--- src/rtl/predPkg.sv ---
package predPkg;
  localparam int PRED_COUNT = 128;
  localparam int IDX_W      = $clog2(PRED_COUNT);

  typedef enum logic [1:0] {
    OP_NONE   = 2'b00,
    OP_SET    = 2'b01,
    OP_SETINV = 2'b10,
    OP_LOOP   = 2'b11
  } predOp_e;

  // Strobes handed from control to datapath for one write port.
  typedef struct packed {
    logic             we;
    logic [IDX_W-1:0] dest;
    logic             data;
  } wrStrobe_t;
endpackage

--- src/rtl/predCtrl.sv ---
module predCtrl
  import predPkg::*;
#(
  parameter int NUM_WR = 2,
  parameter int CNT_W  = 32
) (
  input  logic [NUM_WR*2-1:0]     wrOp,
  input  logic [NUM_WR*IDX_W-1:0] wrDest,
  input  logic [NUM_WR-1:0]       wrVal,
  input  logic [NUM_WR*CNT_W-1:0] loopCount,
  input  logic [NUM_WR*CNT_W-1:0] loopBound,
  input  logic [NUM_WR-1:0]       guardPass,
  output wrStrobe_t               strobes [NUM_WR]
);
  for (genvar p = 0; p < NUM_WR; p++) begin : g_port
    predOp_e          opCode;
    logic [CNT_W-1:0] cnt;
    logic [CNT_W-1:0] bnd;

    assign opCode = predOp_e'(wrOp[p*2 +: 2]);
    assign cnt    = loopCount[p*CNT_W +: CNT_W];
    assign bnd    = loopBound[p*CNT_W +: CNT_W];

    always_comb begin
      strobes[p].dest = wrDest[p*IDX_W +: IDX_W];
      strobes[p].we   = 1'b0;
      strobes[p].data = 1'b0;
      unique case (opCode)
        OP_SET: begin
          strobes[p].we   = guardPass[p];
          strobes[p].data = wrVal[p];
        end
        OP_SETINV: begin
          strobes[p].we   = guardPass[p];
          strobes[p].data = ~wrVal[p];
        end
        OP_LOOP: begin
          strobes[p].we   = 1'b1;
          strobes[p].data = (cnt < bnd);
        end
        default: begin
          strobes[p].we   = 1'b0;
          strobes[p].data = 1'b0;
        end
      endcase
    end
  end
endmodule

--- src/rtl/predStore.sv ---
module predStore
  import predPkg::*;
#(
  parameter int NUM_SLOTS = 7,
  parameter int NUM_WR    = 2
) (
  input  logic                       clk,
  input  logic                       rstN,
  input  logic [NUM_SLOTS*IDX_W-1:0] slotIdx,
  input  logic [NUM_WR*IDX_W-1:0]    guardIdx,
  input  wrStrobe_t                  strobes [NUM_WR],
  output logic [NUM_SLOTS-1:0]       slotPass,
  output logic [NUM_WR-1:0]          guardPass
);
  localparam logic [PRED_COUNT-1:0] RESET_BITS = {{(PRED_COUNT-1){1'b0}}, 1'b1};

  // Bit 0 is never written, so it keeps its reset value of 1.
  logic [PRED_COUNT-1:0] predBits;

  always_ff @(posedge clk) begin
    if (!rstN) begin
      predBits <= RESET_BITS;
    end else begin
      // Later ports overwrite earlier ones: highest port wins.
      for (int p = 0; p < NUM_WR; p++) begin
        if (strobes[p].we && (strobes[p].dest != '0)) begin
          predBits[strobes[p].dest] <= strobes[p].data;
        end
      end
    end
  end

  for (genvar s = 0; s < NUM_SLOTS; s++) begin : g_slotRd
    assign slotPass[s] = predBits[slotIdx[s*IDX_W +: IDX_W]];
  end

  for (genvar p = 0; p < NUM_WR; p++) begin : g_guardRd
    assign guardPass[p] = predBits[guardIdx[p*IDX_W +: IDX_W]];
  end
endmodule

--- src/rtl/predRegFile.sv ---
module predRegFile
  import predPkg::*;
#(
  parameter int NUM_SLOTS = 7,
  parameter int NUM_WR    = 2,
  parameter int CNT_W     = 32
) (
  input  logic                       clk,
  input  logic                       rstN,
  input  logic [NUM_SLOTS*IDX_W-1:0] slotIdx,
  output logic [NUM_SLOTS-1:0]       slotPass,
  input  logic [NUM_WR*2-1:0]        wrOp,
  input  logic [NUM_WR*IDX_W-1:0]    wrGuard,
  input  logic [NUM_WR*IDX_W-1:0]    wrDest,
  input  logic [NUM_WR-1:0]          wrVal,
  input  logic [NUM_WR*CNT_W-1:0]    loopCount,
  input  logic [NUM_WR*CNT_W-1:0]    loopBound
);
  wrStrobe_t         strobes [NUM_WR];
  logic [NUM_WR-1:0] guardPass;

  predCtrl #(.NUM_WR(NUM_WR), .CNT_W(CNT_W)) u_ctrl (
    .wrOp      (wrOp),
    .wrDest    (wrDest),
    .wrVal     (wrVal),
    .loopCount (loopCount),
    .loopBound (loopBound),
    .guardPass (guardPass),
    .strobes   (strobes)
  );

  predStore #(.NUM_SLOTS(NUM_SLOTS), .NUM_WR(NUM_WR)) u_store (
    .clk       (clk),
    .rstN      (rstN),
    .slotIdx   (slotIdx),
    .guardIdx  (wrGuard),
    .strobes   (strobes),
    .slotPass  (slotPass),
    .guardPass (guardPass)
  );
endmodule

--- config.mk ---
export PLATFORM = sky130hd
export DESIGN_NAME = predRegFile
export DESIGN_NICKNAME = d
export VERILOG_FILES = /design/src/rtl/predPkg.sv /design/src/rtl/predCtrl.sv /design/src/rtl/predStore.sv /design/src/rtl/predRegFile.sv
export SDC_FILE = /design/constraint.sdc
export NUM_CORES = 1
export LEC_CHECK = 0
export BUFFER_PORTS_ARGS = -buffer_cell sky130_fd_sc_hd__buf_2
export CAP_MARGIN = 20
export CORE_MARGIN = 2
export CORE_UTILIZATION = 57
export DETAILED_ROUTE_END_ITERATION = 8
export PLACE_DENSITY = 0.85
export SLEW_MARGIN = 10
export SYNTH_ARGS = -nofsm -noshare
export SYNTH_HDL_FRONTEND = slang
export SYNTH_HIERARCHICAL = 1
export SYNTH_SLANG_ARGS = --single-unit
--- constraint.sdc ---
create_clock -name clk -period 5.94 [get_ports clk]
set_input_delay 0.594 -clock clk [delete_from_list [all_inputs] [get_ports clk]]
set_output_delay 0.594 -clock clk [all_outputs]
set_load 0.1 [all_outputs]
==> reports/metrics.csv <==
metric;value;unit
status;complete, but fails checks;
violations;design-rule violations;
path_clk_slew;0.06;ns
worstSkewPairLatency;0.44;ns
switching_power;0.952;mW
initial_utilization;58.1;%
reg2regPathDepth;12;
die_h;186;microns
cts_tree;built;
place_hpwl;53700;microns
antenna_found_initial;4;
path_max_fanout;20;
min_path_type;in2reg;
rsz0062_at_grt;no;
port_buffers;219;
combPwrFrac;27.8;%
top_regs;u_store/predBits (128);
synth-compound-area-share;16.3;%
hold_violations;0;
postSynthCellCount;1966;
max_slew_margin;17.6;%
first_pass_iters;9;
reg2reg_slack;1.13;ns
cts_made_buffers;17;
vias;20676;
largest_register_ffs;128;
arrival;5.13;ns
ys_types;66;
worstMarginPinSlew;1.23;ns
synthMuxAreaShare;40.4;%
cts_setup_buffers;0;
skew;0.0164;ns
grt_pass1_vias;19762;
worst_hold_slack;0.687;ns
irDropWorstVdd;229;uV
clock_sinks;128;
multiInputGateArea;15100;sq um
synth-async-reset-ratio;0;%
hp-start;wrDest[11];
drive_gt1_share;28.8;%
yosys.area_share.adder;4.62;%
rows;66;
synth_area_per_cell;9.65;sq um
cts_max_level;4;
drc_errors;1;
gp_congestion;1.07;
timing.rr.end;u_store/predBits[122];
core_area;32600;sq um
grt-ovfl-total;0;
fin_crit;4.81;ns
dieArea;34800;sq um
fin_setup_tns;0;ns
maxSlewViolCount;0;
clockBufferDepth;2;
reg2reg_from;u_store/predBits[91];
seq_area;2560;sq um
setup_violations;0;
io-pin-count;220;
max_freq;208;MHz
final_nets;2288;
grt_usage;45.3;%
crit_path_end_kind;flop;
cap_violations;0;
worst_setup_path_start_kind;flop;
cts_root_buf;clkbuf_16;
internal_power;1.88;mW
avgRoutedWirePerCell;32.8;microns
layout_common_cells;279 x mux4_2, 219 x buf_2, 170 x nand2_1, 128 x dfxtp_1, 112 x nor2_1;
worstHoldPathCells;4;
drt_iter0_markers;4165;
synth-seq-area-share;13.5;%
yosys_warnings;6;
viasPerCell;8.40;
layoutNonFillerInstCount;2462;
cts_resized;0;
die_x;186;microns
synth_edf_count;0;
grt_pass1_wl;120000;microns
syn-num-nets;2249;
design_area;20400;sq um
pwr-share-clk;41.4;%
wl;80800;microns
ys_ff_latch;128;
postCtsHoldBufs;0;
whs_endpoint;u_store/predBits[3];
fillCellCount;2592;
cellPowerDensity;139;nW/um^2
regMostFlops;u_store/predBits;
power_frac_seq;30.8;%
area_growth;7.66;%
drtAntennaViolNets;0;
p_leak;7.48;nW
period_share;81.0;%
mostFrequentLayoutCell;mux4_2;
switching_share;33.6;%
synth_xor_area_share;0;%
setup.worst_path.class;reg2reg;
synth_ff_type;dfxtp_1;
synth_top_family_by_area;multiplexers;
grt_max_degree;64;
placed_area;19800;sq um
dp.cells;2428;
required;6.26;ns
fin_util;62.6;%
netlist_area;19000;sq um
synthSimpleGateAreaFrac;18.0;%
power groups by stage:
stage               sequential (mW)  combinational (mW)  clock [mW]
finish                        0.874               0.787        1.18
CTS                           0.871               0.757        1.17
global route                  0.872               0.828        1.21
detailed placement            0.890               0.755           0
floorplan                     0.884               0.545           0
global placement              0.890               0.734           0
cells by family (layout without fill, tap and decap cells):
kind of cell | count (synthesis) | in the layout
AND/OR/NAND/NOR | 656 | 656
AO/OA/AOI/OAI | 428 | 428
multiplexers | 387 | 387
buffers and inverters | 297 | 349
flip-flops | 128 | 128
adder cells (fa/ha/maj) | 70 | 70
other | 0 | 2
area by class of cell:
| type | instances | share of cell area [%] |
|---|---|---|
| multi-input combinational | 1541 | 73.9 |
| sequential | 128 | 12.5 |
| timing repair buffer | 241 | 6.24 |
| tap | 442 | 2.71 |
| clock buffer | 21 | 2.35 |
| inverter | 76 | 1.40 |
| clock inverter | 11 | 0.864 |
| antenna | 2 | 0.0245 |
layer usage:
| metal | track usage (%) | share of wire (%) |
|---|---|---|
| met4 | 34.5 | 10 |
| met2 | 63.3 | 40 |
| met3 | 22.2 | 20 |
| met1 | 53.4 | 30 |
| met5 | 0 | 0 |
worst max-delay path by stage:
stage                         start               endpoint  slack [ns]
2_1_floorplan            wrGuard[1]    u_store/predBits[1]        2.37
3_3_place_gp             wrGuard[0]  u_store/predBits[120]        1.36
3_5_place_dp             wrGuard[2]   u_store/predBits[94]        1.23
4_1_cts                  wrGuard[2]  u_store/predBits[122]        1.62
5_1_grt                  wrGuard[2]  u_store/predBits[122]        1.08
6_report       u_store/predBits[91]  u_store/predBits[122]        1.13
synthesized netlist by cell type (22+ instances only):
cell type / instances / share of area (%)
nand2_1: 170 / 3.4
clkbuf_1: 115 / 2.3
nor3_1: 49 / 1.3
nor2_1: 112 / 2.2
inv_1: 76 / 1.5
a311oi_1: 36 / 1.7
buf_2: 51 / 1.3
o22ai_1: 27 / 0.89
nor4_1: 28 / 0.92
nor2b_1: 27 / 0.89
mux4_2: 279 / 33
o221ai_1: 23 / 1.1
a21oi_1: 60 / 1.6
buf_4: 45 / 1.8
ha_1: 70 / 4.6
mux2i_1: 90 / 4.7
dfxtp_1: 128 / 14
o311a_1: 36 / 1.9
nand4_1: 44 / 1.5
o211ai_1: 22 / 0.87
o21ai_0: 82 / 2.2
nand3_1: 98 / 2.6
stage by stage:
| step | total power [mW] | setup WS, ns |
|---|---|---|
| finish | 2.84 | 1.13 |
| detailed placement | 1.65 | 1.23 |
| CTS | 2.80 | 1.62 |
| global placement | 1.62 | 1.36 |
| global route | 2.91 | 1.08 |
| floorplan | 1.43 | 2.37 |
critical path: stages (launching register included):
cell and delay, ns:
dfxtp_1 0.99, mux4_2 0.42, o22ai_1 0.11, a2111oi_0 0.35, nand4b_1 0.14, nand4_1 0.15
a21oi_1 0.08, nor2_1 0.49, and3_1 0.82, nand2_1 0.42, o21ai_0 0.32, o311ai_0 0.21
o211a_1 0.19
Power figures use the tool's default switching activity.
